`src/rtl/syncword_rx_pkg.sv`:
```
package syncword_rx_pkg;

    typedef enum logic [1:0] {
        FR_IDLE = 2'd0,
        FR_SYNC = 2'd1,
        FR_DATA = 2'd2
    } frame_state_e;

    // Per-cycle events issued by the framing controller
    typedef struct packed {
        logic restart;    // new frame opened, clear assembler
        logic shift;      // data bit accepted
        logic done;       // last data bit of the word accepted
        logic sync_miss;  // framing bit absent
    } frame_evt_t;

    typedef struct packed {
        logic overrun;
        logic sync;
    } rx_err_t;

    localparam logic SYNC_LEVEL = 1'b1;

    function automatic int unsigned bytes_per_word(input logic wide,
                                                   input int unsigned word_w,
                                                   input int unsigned byte_w);
        return wide ? (word_w / byte_w) : (word_w / (2 * byte_w));
    endfunction

endpackage

```
`src/rtl/rx_frame_ctrl.sv`:
```
module rx_frame_ctrl
    import syncword_rx_pkg::*;
#(
    parameter int unsigned WORD_W = 32,
    parameter int unsigned BYTE_W = 8
) (
    input  logic       clk,
    input  logic       rst,
    input  logic       line_active,
    input  logic       bit_valid,
    input  logic       bit_in,
    input  logic       wide_mode,
    output frame_evt_t evt,
    output logic       busy
);
    localparam int unsigned MAX_BYTES = WORD_W / BYTE_W;
    localparam int unsigned BIT_CW    = (BYTE_W > 1) ? $clog2(BYTE_W) : 1;
    localparam int unsigned BYTE_CW   = $clog2(MAX_BYTES + 1);
    localparam logic [BIT_CW-1:0]  LAST_BIT    = BIT_CW'(BYTE_W - 1);
    localparam logic [BYTE_CW-1:0] LAST_WIDE   =
        BYTE_CW'(bytes_per_word(1'b1, WORD_W, BYTE_W) - 1);
    localparam logic [BYTE_CW-1:0] LAST_NARROW =
        BYTE_CW'(bytes_per_word(1'b0, WORD_W, BYTE_W) - 1);

    frame_state_e       state_q, state_d;
    logic [BIT_CW-1:0]  bit_q, bit_d;
    logic [BYTE_CW-1:0] byte_q, byte_d;
    logic               wide_q, wide_d;
    logic               line_q;
    logic               line_rise;
    logic               last_byte;

    assign line_rise = line_active & ~line_q;
    assign last_byte = (byte_q == (wide_q ? LAST_WIDE : LAST_NARROW));

    always_comb begin
        state_d = state_q;
        bit_d   = bit_q;
        byte_d  = byte_q;
        wide_d  = wide_q;
        evt     = '0;
        unique case (state_q)
            FR_IDLE: begin
                if (line_rise) begin
                    state_d     = FR_SYNC;
                    byte_d      = '0;
                    bit_d       = '0;
                    wide_d      = wide_mode;
                    evt.restart = 1'b1;
                end
            end
            FR_SYNC: begin
                if (!line_active) begin
                    state_d = FR_IDLE;
                end else if (bit_valid) begin
                    if (bit_in == SYNC_LEVEL) begin
                        state_d = FR_DATA;
                        bit_d   = '0;
                    end else begin
                        state_d       = FR_IDLE;
                        evt.sync_miss = 1'b1;
                    end
                end
            end
            FR_DATA: begin
                if (!line_active) begin
                    state_d = FR_IDLE;
                end else if (bit_valid) begin
                    evt.shift = 1'b1;
                    if (bit_q == LAST_BIT) begin
                        if (last_byte) begin
                            evt.done = 1'b1;
                            state_d  = FR_IDLE;
                        end else begin
                            byte_d  = byte_q + 1'b1;
                            state_d = FR_SYNC;
                        end
                    end else begin
                        bit_d = bit_q + 1'b1;
                    end
                end
            end
            default: state_d = FR_IDLE;
        endcase
    end

    always_ff @(posedge clk) begin
        if (rst) begin
            state_q <= FR_IDLE;
            bit_q   <= '0;
            byte_q  <= '0;
            wide_q  <= 1'b0;
            line_q  <= 1'b0;
        end else begin
            state_q <= state_d;
            bit_q   <= bit_d;
            byte_q  <= byte_d;
            wide_q  <= wide_d;
            line_q  <= line_active;
        end
    end

    assign busy = (state_q != FR_IDLE);

endmodule

```
`src/rtl/rx_shift_asm.sv`:
```
module rx_shift_asm
    import syncword_rx_pkg::*;
#(
    parameter int unsigned WORD_W = 32
) (
    input  logic              clk,
    input  logic              rst,
    input  frame_evt_t        evt,
    input  logic              bit_in,
    output logic [WORD_W-1:0] word_next
);
    logic [WORD_W-2:0] shreg_q;

    // Word as it stands including the bit on the line this cycle
    assign word_next = {shreg_q, bit_in};

    always_ff @(posedge clk) begin
        if (rst || evt.restart) begin
            shreg_q <= '0;
        end else if (evt.shift) begin
            shreg_q <= word_next[WORD_W-2:0];
        end
    end

endmodule

```
`src/rtl/rx_hold_regs.sv`:
```
module rx_hold_regs
    import syncword_rx_pkg::*;
#(
    parameter int unsigned WORD_W = 32
) (
    input  logic              clk,
    input  logic              rst,
    input  frame_evt_t        evt,
    input  logic [WORD_W-1:0] word_in,
    input  logic              rd_strobe,
    input  logic              err_clear,
    output logic [WORD_W-1:0] rx_word,
    output logic              rx_full,
    output rx_err_t           err
);
    logic load;
    logic overrun_evt;

    assign load        = evt.done & (~rx_full | rd_strobe);
    assign overrun_evt = evt.done & rx_full & ~rd_strobe;

    always_ff @(posedge clk) begin
        if (rst) begin
            rx_word <= '0;
            rx_full <= 1'b0;
            err     <= '0;
        end else begin
            if (load) begin
                rx_word <= word_in;
            end
            if (evt.done) begin
                rx_full <= 1'b1;
            end else if (rd_strobe) begin
                rx_full <= 1'b0;
            end
            if (evt.sync_miss) begin
                err.sync <= 1'b1;
            end else if (err_clear) begin
                err.sync <= 1'b0;
            end
            if (overrun_evt) begin
                err.overrun <= 1'b1;
            end else if (err_clear) begin
                err.overrun <= 1'b0;
            end
        end
    end

endmodule

```
`src/rtl/syncword_rx.sv`:
```
module syncword_rx
    import syncword_rx_pkg::*;
#(
    parameter int unsigned WORD_W = 32,
    parameter int unsigned BYTE_W = 8
) (
    input  logic              clk,
    input  logic              rst,
    input  logic              line_active,
    input  logic              bit_valid,
    input  logic              bit_in,
    input  logic              wide_mode,
    input  logic              rd_strobe,
    input  logic              err_clear,
    output logic              busy,
    output logic [WORD_W-1:0] rx_word,
    output logic              rx_full,
    output logic              sync_err,
    output logic              overrun_err,
    output logic              err_any
);
    frame_evt_t        evt;
    logic [WORD_W-1:0] word_next;
    rx_err_t           err;

    rx_frame_ctrl #(.WORD_W(WORD_W), .BYTE_W(BYTE_W)) u_ctrl (
        .clk         (clk),
        .rst         (rst),
        .line_active (line_active),
        .bit_valid   (bit_valid),
        .bit_in      (bit_in),
        .wide_mode   (wide_mode),
        .evt         (evt),
        .busy        (busy)
    );

    rx_shift_asm #(.WORD_W(WORD_W)) u_asm (
        .clk       (clk),
        .rst       (rst),
        .evt       (evt),
        .bit_in    (bit_in),
        .word_next (word_next)
    );

    rx_hold_regs #(.WORD_W(WORD_W)) u_hold (
        .clk       (clk),
        .rst       (rst),
        .evt       (evt),
        .word_in   (word_next),
        .rd_strobe (rd_strobe),
        .err_clear (err_clear),
        .rx_word   (rx_word),
        .rx_full   (rx_full),
        .err       (err)
    );

    assign sync_err    = err.sync;
    assign overrun_err = err.overrun;
    assign err_any     = |err;

endmodule

```
`config.mk`:
```
export PLATFORM = sky130hd
export DESIGN_NAME = syncword_rx
export DESIGN_NICKNAME = d
export VERILOG_FILES = /design/src/rtl/syncword_rx_pkg.sv /design/src/rtl/rx_frame_ctrl.sv /design/src/rtl/rx_shift_asm.sv /design/src/rtl/rx_hold_regs.sv /design/src/rtl/syncword_rx.sv
export SDC_FILE = /design/constraint.sdc
export NUM_CORES = 1
export LEC_CHECK = 0
export BUFFER_PORTS_ARGS = -buffer_cell sky130_fd_sc_hd__buf_2
export CAP_MARGIN = 5
export CORE_ASPECT_RATIO = 0.8
export CORE_MARGIN = 5
export CORE_UTILIZATION = 44
export DETAILED_ROUTE_END_ITERATION = 10
export PLACE_DENSITY = 0.74
export SYNTH_ARGS = -nofsm -noshare
export SYNTH_HDL_FRONTEND = slang
export SYNTH_SLANG_ARGS = --single-unit
```
`constraint.sdc`:
```
create_clock -name clk -period 1.5 [get_ports clk]
set_input_delay 0 -clock clk [delete_from_list [all_inputs] [get_ports clk]]
set_output_delay 0 -clock clk [all_outputs]
set_load 0.1 [all_outputs]
```
---- Word level (Yosys, flattened, before mapping) ----
Index checks and enable logic that the tools add are counted.
cells by class
  add/sub/neg operators ................... 2
  reductions and logical operators ........ 13
  bitwise gates (word level) .............. 8
  muxes and demuxes ....................... 39
  eq/ne operators ......................... 16
operators with widths
  kind                                                                      count
  3-bit two-way mux                                                         11
  2-bit two-way mux                                                         11
  1-bit two-way mux                                                         14
  2-bit inequality test (second input constant)                             7
  2-bit nonzero test                                                        5
  3-bit one-hot mux with 3 select lines                                     1
  8-bit AND reduction                                                       1
  3-bit by 1-bit adder with 3-bit output (second input constant)            2
  3-bit inequality test (second input constant)                             2
  2-bit one-hot mux with 3 select lines                                     1
  3-bit one-hot mux with 2 select lines                                     1
  6-bit AND reduction                                                       1
  1-bit bitwise AND                                                         4
  2-bit by 1-bit inequality test with 1-bit output (second input constant)  2
  4-bit AND reduction                                                       1
  3-bit == test                                                             1
  3-bit == test (second input constant)                                     1
  3-bit by 2-bit inequality test with 1-bit output (second input constant)  1
  1-bit NOT                                                                 3
  3-bit nonzero test                                                        1
  2-bit by 1-bit == test with 1-bit output (second input constant)          1
  2-bit == test (second input constant)                                     1
  2-bit zero test                                                           1
  2-bit AND reduction                                                       1
  other kinds (3)                                                           3
word-level totals
  word-level logic and storage cells ...... 88
  output and inout bits ................... 37
  bits in registers ....................... 76
  input port bits ......................... 8

---- Depth between registers and ports, before layout ----
Gate-level depths: netlist of run 1.
  depth after elaboration ................. 10
  depth in mapped cells ................... 7

---- Modules after synthesis ----
A second synthesis of run 1 with hierarchy kept.
unflattened totals
  cell total of the unflattened synthesis .. 317
  area total of the unflattened synthesis .. 3284.4 µm²
modules (own cells, without submodules)
  module         instances  cells each  area each (µm²)
  rx_hold_regs   1          151         1575.3
  rx_shift_asm   1          103         1147.4
  rx_frame_ctrl  1          62          555.5
  syncword_rx    1          1           6.3

---- Worst setup path after synthesis of run 1 ----
Ideal clock, no wire load.
  path kind ............................... register to register
  start point ............................. register u_hold.rx_full
  end point ............................... register u_hold.rx_word[10]
  cell stages (with the launch flop) ...... 6
  clock period less this slack ............ 1.787 ns
  setup slack ............................. -0.287 ns
  arrival time ............................ 1.666 ns
  data required time ...................... 1.379 ns
  library setup time ...................... 0.121 ns
  path through ............................ dfxtp_1 -> nand2b_1 -> nor2b_2 -> buf_6 -> buf_12 -> mux2i_1
between the ends
  longest elaborated chain between the ends .. 3
RTL lines
  what                    line                text
  start, declared         rx_hold_regs.sv:13  output logic rx_full,
  start signal, assigned  rx_hold_regs.sv:25  rx_full <= 1'b0;
  start signal, assigned  rx_hold_regs.sv:32  rx_full <= 1'b1;
  start signal, assigned  rx_hold_regs.sv:34  rx_full <= 1'b0;
  1-bit NOT               rx_hold_regs.sv:19  assign load = evt.done & (~rx_full | rd_strobe);
  1-bit OR                rx_hold_regs.sv:19
  1-bit bitwise AND       rx_hold_regs.sv:19
  end signal, assigned    rx_hold_regs.sv:29  rx_word <= word_in;
  end, declared           rx_hold_regs.sv:12  output logic [WORD_W-1:0] rx_word,
Every way passes these cells.
A chain may end at the register's enable or synchronous reset.

---- Final worst setup path of run 1 ----
  start point ............................. register u_ctrl.state_q[0]
  end point ............................... register u_hold.rx_word[19]
between the ends
  longest elaborated chain between the ends .. 3
RTL lines
  what                    line                 text
  start, declared         rx_frame_ctrl.sv:25  frame_state_e state_q, state_d;
  start signal, assigned  rx_frame_ctrl.sv:95  state_q <= state_d;
  2-bit == test           rx_frame_ctrl.sv:42  unique case (state_q)
  2-bit two-way mux       rx_frame_ctrl.sv:42
  1-bit bitwise AND       rx_hold_regs.sv:19
Every way passes these cells.

==> results of run 1 <==
[timing repair]
action / 4_1_cts / 5_1_grt
pin swaps: 4 / 5
resized for setup: 1 / 20
gates cloned: 0 / 4
hold endpoints to repair: 9 / 0
setup buffers: 0 / 3
hold buffers: 6 / 0
endpoints found under the setup margin: 17 / 50
[cell usage in the layout, fill, tap and decap left out, drive strengths merged, types with 2 or more instances in the layout]
cell type    instances
dlygate4sd3          6
dfxtp               76
clkinvlp             2
nor2b                8
a21oi               36
ha                   3
inv                  2
and3                 2
clkbuf              14
or2                  4
nor2                 5
buf                 67
mux2i               36
nand3b               2
nand2               68
o21ai                4
nand2b              70
[cell families (layout without fill, tap and decap cells)]
family	count (synthesis)	in the layout	share of synthesized area [%]
multiplexers	36	36	11.21
buffers and inverters	25	93	4.942
AND/OR/NAND/NOR	165	165	27.12
XOR/XNOR	1	1	0.2724
adder cells (fa/ha/maj)	3	3	1.167
flip-flops	76	76	47.32
AO/OA/AOI/OAI	47	47	7.977
[layer usage]
| metal | track usage [%] | vias to the layer above | part of all wire (%) |
|---|---|---|---|
| li1 | - | 1285 | - |
| met5 | 0 | - | 0 |
| met2 | 23.26 | 49 | 47 |
| met4 | 4.588 | 0 | 1.1 |
| met3 | 5.659 | 10 | 4.6 |
| met1 | 16.70 | 1150 | 48 |
[per-stage QoR]
stage	area, um^2	std cells	setup slack, ns
6_report	4085	508	-0.01447
5_1_grt	4085	508	-0.06509
4_1_cts	3889	501	-0.02901
3_5_place_dp	3633	480	-0.05672
3_3_place_gp	3633	480	-0.02683
2_1_floorplan	3271	353	-0.04062
[worst max-delay path, stage by stage (launching register included)]
cell	delay [ns]
dfxtp_2	0.35
and4b_2	0.34
nand4_4	0.12
nor2b_4	0.14
buf_12	0.15
clkbuf_16	0.16
mux2i_1	0.18
[power by group through the flow]
stage / sequential [mW] / clock, mW / combinational [mW]
4_1_cts: 2.03 / 1.57 / 0.218
3_5_place_dp: 2.08 / 0 / 0.206
6_report: 2.03 / 1.54 / 0.230
3_3_place_gp: 2.08 / 0 / 0.204
5_1_grt: 2.03 / 1.66 / 0.247
2_1_floorplan: 2.08 / 0 / 0.133
[cell type report]
| cell class | instances | share of cell area, % |
|---|---|---|
| clock buffers | 11 | 3.461 |
| clock inverters | 4 | 1.225 |
| inverters | 2 | 0.1838 |
| multi-input cells | 252 | 39.72 |
| flip-flops and latches | 76 | 37.73 |
| well taps | 87 | 2.665 |
| repair buffers | 76 | 15.01 |
[sequential cells by signal (all words and copies together) (netlist names)]
signal	count
u_ctrl.state_q	2
u_ctrl.byte_q	3
u_hold.rx_full	1
u_ctrl.line_q	1
u_hold.rx_word	32
u_ctrl.bit_q	3
u_ctrl.wide_q	1
u_hold.err	2
u_asm.shreg_q	31
[final timing paths]
path	end	cells after the start	start
worst max-delay path	u_hold.rx_word[19]$_SDFFE_PP0P_	6	u_ctrl.state_q[0]$_SDFFE_PP0P_
worst min-delay path	u_hold.err[0]$_SDFFE_PP0P_	3	line_active
worst max register to register	u_hold.rx_word[19]$_SDFFE_PP0P_	6	u_ctrl.state_q[0]$_SDFFE_PP0P_
worst min register to register	u_asm.shreg_q[7]$_SDFFE_PP0P_	2	u_asm.shreg_q[6]$_SDFFE_PP0P_
==> flow_summary.toml, run 1 <==
[run_status]
outcome = "finished with violations"
violations = "setup timing"

[routing]
initialDrtViolationCount = 85
vias = 2494
ant_nets = 0
vias_per_cell = 4.909
firstDrtPassIters = 4
drt_drc_violations_left = 0
wire_per_inst_um = 13.31
routed_wl_um = 6761

[worst_setup_path]
crit_fanout = 6
r2r_slack_ns = -0.01
critPathRequiredTime_ns = 1.77
arrival_ns = 1.78
worstSetupStartpointType = "register"
crit_path_end_kind = "register"
criticalPathCategory = "register to register"

[global_route]
overflow = 0
grt_pass1_wl_um = 10470
grt_pass1_vias = 2388
antenna_found_initial = 0
grt_start_max_net_pins = 42
track_usage_pct = 14.03

[synth]
synth_top_area_cell = "dfxtp_1"
synth_edf_count = 0
synthArstFlopShare_pct = 0
yosysUniqueCellTypes = 34
synth_cells = 353
synthFlopType = "dfxtp_1"
synth_nets = 364
synth.area.top_cells = "dfxtp_1 47%, nand2b_1 14%, mux2i_1 11%, nand2_1 7.9%, a21oi_1 5.6%"
yosysMostFrequentCell = "dfxtp_1"
yosysTopAreaCellShare_pct = 47.32
netlist_top_cells_count = "76 x dfxtp_1, 70 x nand2b_1, 68 x nand2_1, 36 x a21oi_1, 36 x mux2i_1"
avgSynthCellArea_um2 = 9.109
synth_seq_cells = 76
synth-seq-area-share_pct = 47.32
yosys_warnings = 0
synth_area_um2 = 3216

[placed_design]
place.gp.congestion = 0.7823
port_buffers = 44
place_hpwl_um = 4083

[floorplanning]
fp.coreArea_um2 = 6993
rows = 27
die_width_um = 105.6
initial_utilization_pct = 45.98
dieArea_um2 = 9128
num_io_pins = 45
die_y_um = 86.46

[timing]
rsz0062_at_grt = "yes"
max_freq_mhz = 660.3
hold_viol = 0
setup_viol = 4
slew_viol_final = 0
post-route-period-util_pct = 101.0
setup_slack_ns = -0.01447
fin_tns_setup_ns = -0.03705
min_period_ns = 1.514
fin_hold_ws_ns = 0.02724
relSlewSlack_pct = 67.27
worst_pin_slew_ns = 0.4943
finalClockSkew_ns = 0.005850

[clock_tree]
clock-root-buffer = "clkbuf_8"
clk_latency_ns = 0.34
htree_num_levels = 3
cts_tree = "built"
numCtsBuffers = 9
clk_path_buf_depth = 2
clk_pin_slew_worst_paths_ns = 0.08
clock-sinks = 76

[power]
leakagePower_nw = 1.496
pwr-share-clk_pct = 40.5
sw_frac_of_total_pct = 22.63
power_density_nw_per_um2 = 928.8
p_int_mw = 2.936
p_comb_share_pct = 6.0
power.net_switching_uw = 858.6
seqPwrFrac_pct = 53.5
ir_drop_v = 0.0005164
p_total_mw = 3.794

[final_layout]
drive_above_1_share_pct = 26.37
register_area_um2 = 1541
multi_input_comb_area_um2 = 1623
n_antenna_cell = 0
final_util_pct = 58.42
nNetsFinal = 428
syn2layout_area_growth_pct = 27.04
fillers = 614

[flow_run]
maxCapViolations = 0

[hold_path]
hp-class = "input pin to register"
No activity file was read; power rests on OpenSTA's default activity.
==> run 2, diff against run 1 <==
--- a/config.mk
+++ b/config.mk
@@ -8,10 +8,10 @@
 export BUFFER_PORTS_ARGS = -buffer_cell sky130_fd_sc_hd__buf_2
 export CAP_MARGIN = 5
 export CORE_ASPECT_RATIO = 0.8
-export CORE_MARGIN = 5
-export CORE_UTILIZATION = 44
+export CORE_MARGIN = 2
+export CORE_UTILIZATION = 51
 export DETAILED_ROUTE_END_ITERATION = 10
-export PLACE_DENSITY = 0.74
+export PLACE_DENSITY = 0.83
 export SYNTH_ARGS = -nofsm -noshare
 export SYNTH_HDL_FRONTEND = slang
 export SYNTH_SLANG_ARGS = --single-unit
==> flow_summary.toml, run 2 (synthesis gave the netlist of run 1 again) <==
[routing]
routed_wl_um = 6113
firstDrtPassIters = 4
wire_per_inst_um = 12.23
vias_per_cell = 5.000
drt_drc_violations_left = 0
vias = 2500
initialDrtViolationCount = 79
ant_nets = 0

[final_layout]
n_antenna_cell = 0
fillers = 493
nNetsFinal = 426
final_cell_mix = "70 x nand2b_1, 69 x dfxtp_1, 68 x nand2_1"
drive_above_1_share_pct = 25.30
stdcell_area_um2 = 3986
largest_registers = "u_hold.rx_word x32, u_asm.shreg_q x31"
regMostFlops = "u_hold.rx_word"
final_common_cell = "nand2b_1"
largest_register_ffs = 32
syn2layout_area_growth_pct = 23.97
final_util_pct = 66.38

[global_route]
track_usage_pct = 18.88
grt_pass1_vias = 2321
overflow = 0
antenna_found_initial = 0
grt_pass1_wl_um = 10230
grt_start_max_net_pins = 42

[floorplanning]
die_y_um = 75.02
rows = 25
fp.coreArea_um2 = 6006
die_width_um = 92.78
initial_utilization_pct = 53.54
dieArea_um2 = 6960
num_io_pins = 45

[flow_run]
maxCapViolations = 0

[power]
p_comb_share_pct = 5.6
pwr-share-clk_pct = 43.0
p_int_mw = 3.104
power_density_nw_per_um2 = 990.9
power.net_switching_uw = 846.6
leakagePower_nw = 1.483
ir_drop_v = 0.0006837
seqPwrFrac_pct = 51.4
sw_frac_of_total_pct = 21.43

[placed_design]
port_buffers = 44
place_hpwl_um = 4060
place_area_um2 = 3646
place.gp.congestion = 0.8287

[clock_tree]
cts_tree = "built"
clk_path_buf_depth = 2
htree_num_levels = 3
clock-root-buffer = "clkbuf_8"
clock-sinks = 76
clk_latency_ns = 0.35
clk_pin_slew_worst_paths_ns = 0.08
numCtsBuffers = 9

[run_status]
outcome = "complete, no violations"

[timing]
slew_viol_final = 0
min_period_ns = 1.486
setup_viol = 0
finalClockSkew_ns = 0.006436
relSlewSlack_pct = 67.50
max_freq_mhz = 672.7
hold_viol = 0
post-route-period-util_pct = 99.10
worst_pin_slew_ns = 0.4908
rsz0062_at_grt = "yes"

[worst_setup_path]
crit_path_cell_trace = "buf_4 > nor2b_2 > and3_1 > or4_1 > a21oi_1"
critPathRequiredTime_ns = 1.78
crit_path_end_kind = "register"
arrival_ns = 1.77
worstSetupStartpointType = "register"
crit_fanout = 6
criticalPathCategory = "register to register"
critPathSlowestCell = "or4_1"
slowest_delay_ns = 0.46

[hold_path]
hp-class = "input pin to register"
-- run 2: cell types whose count changed in the layout (fill, tap and decap cells not counted), moves of 2 or more --
cell / before / now
buf_4: 13 / 18
buf_6: 4 / 2
clkbuf_16: 3 / 0
clkinvlp_4: 2 / 0
dfxtp_1: 66 / 69
dfxtp_4: 3 / 0
-- run 2: final cells by class --
cell class / count / area (um^2) / area share (%)
Clock inverter: 4 / 73.82 / 1.852
Sequential cell: 76 / 1530 / 38.39
Timing Repair Buffer: 74 / 528.0 / 13.25
Inverter: 2 / 7.507 / 0.1883
Multi-Input combinational cell: 252 / 1604 / 40.24
Clock buffer: 11 / 141.4 / 3.547
Tap cell: 81 / 101.3 / 2.542
-- run 2: final timing paths --
check / startpoint / endpoint / slack (ns) / depth (start not counted)
min reg2reg: u_asm.shreg_q[30]$_SDFFE_PP0P_ / u_asm.shreg_q[30]$_SDFFE_PP0P_ / 0.45 / 2
min: bit_valid / u_ctrl.state_q[0]$_SDFFE_PP0P_ / 0.04 / 3
max reg2reg: u_ctrl.state_q[1]$_SDFFE_PP0P_ / u_ctrl.byte_q[2]$_SDFFE_PP0P_ / 0.01 / 5
max: u_ctrl.state_q[1]$_SDFFE_PP0P_ / u_ctrl.byte_q[2]$_SDFFE_PP0P_ / 0.01 / 5
-- run 2: worst max-delay path: cells and delay by family (launching register included) --
family / cells / cell delay (ns)
buffers and inverters: 1 / 0.15
AOI/OAI and AO/OA: 1 / 0.14
DFF: 1 / 0.33
and+or+nand+nor: 3 / 0.81
-- run 2: through the flow --
step | total power [mW] | hold slack [ns] | instances | setup TNS (ns) | setup WS [ns]
4_1_cts | 3.988 | 0.01950 | 495 | -0.01557 | -0.01541
5_1_grt | 4.097 | 0.03945 | 500 | -1.103 | -0.07330
3_5_place_dp | 2.281 | 0.2552 | 475 | -0.1203 | -0.04068
2_1_floorplan | 2.212 | 0.1360 | 353 | -0.04062 | -0.04062
6_report | 3.950 | 0.04348 | 500 | 0 | 0.01352
3_3_place_gp | 2.278 | 0.2427 | 475 | -0.01747 | -0.01747
-- run 2: repair_timing --
item / 4_1_cts / 5_1_grt
resized for setup: 2 / 8
hold buffers: 5 / 0
endpoints found under the setup margin: 30 / 69
hold endpoints to repair: 6 / 0
pin swaps: 5 / 4
setup buffers: 0 / 5
-- run 2: power groups by stage --
stage	Combinational [mW]	Clock (mW)	Sequential, mW
floorplan	0.133	0	2.08
CTS	0.217	1.74	2.03
global placement	0.203	0	2.08
global route	0.239	1.83	2.03
detailed placement	0.206	0	2.08
finish	0.222	1.70	2.03
-- run 2: layer usage --
metal  GRT usage, %  part of all wire [%]  up-vias
met4          8.170                   1.7        0
met2          31.00                    47       58
met5              0                     0        -
li1               -                     -     1283
met3          6.406                   5.0       11
met1          23.07                    46     1148
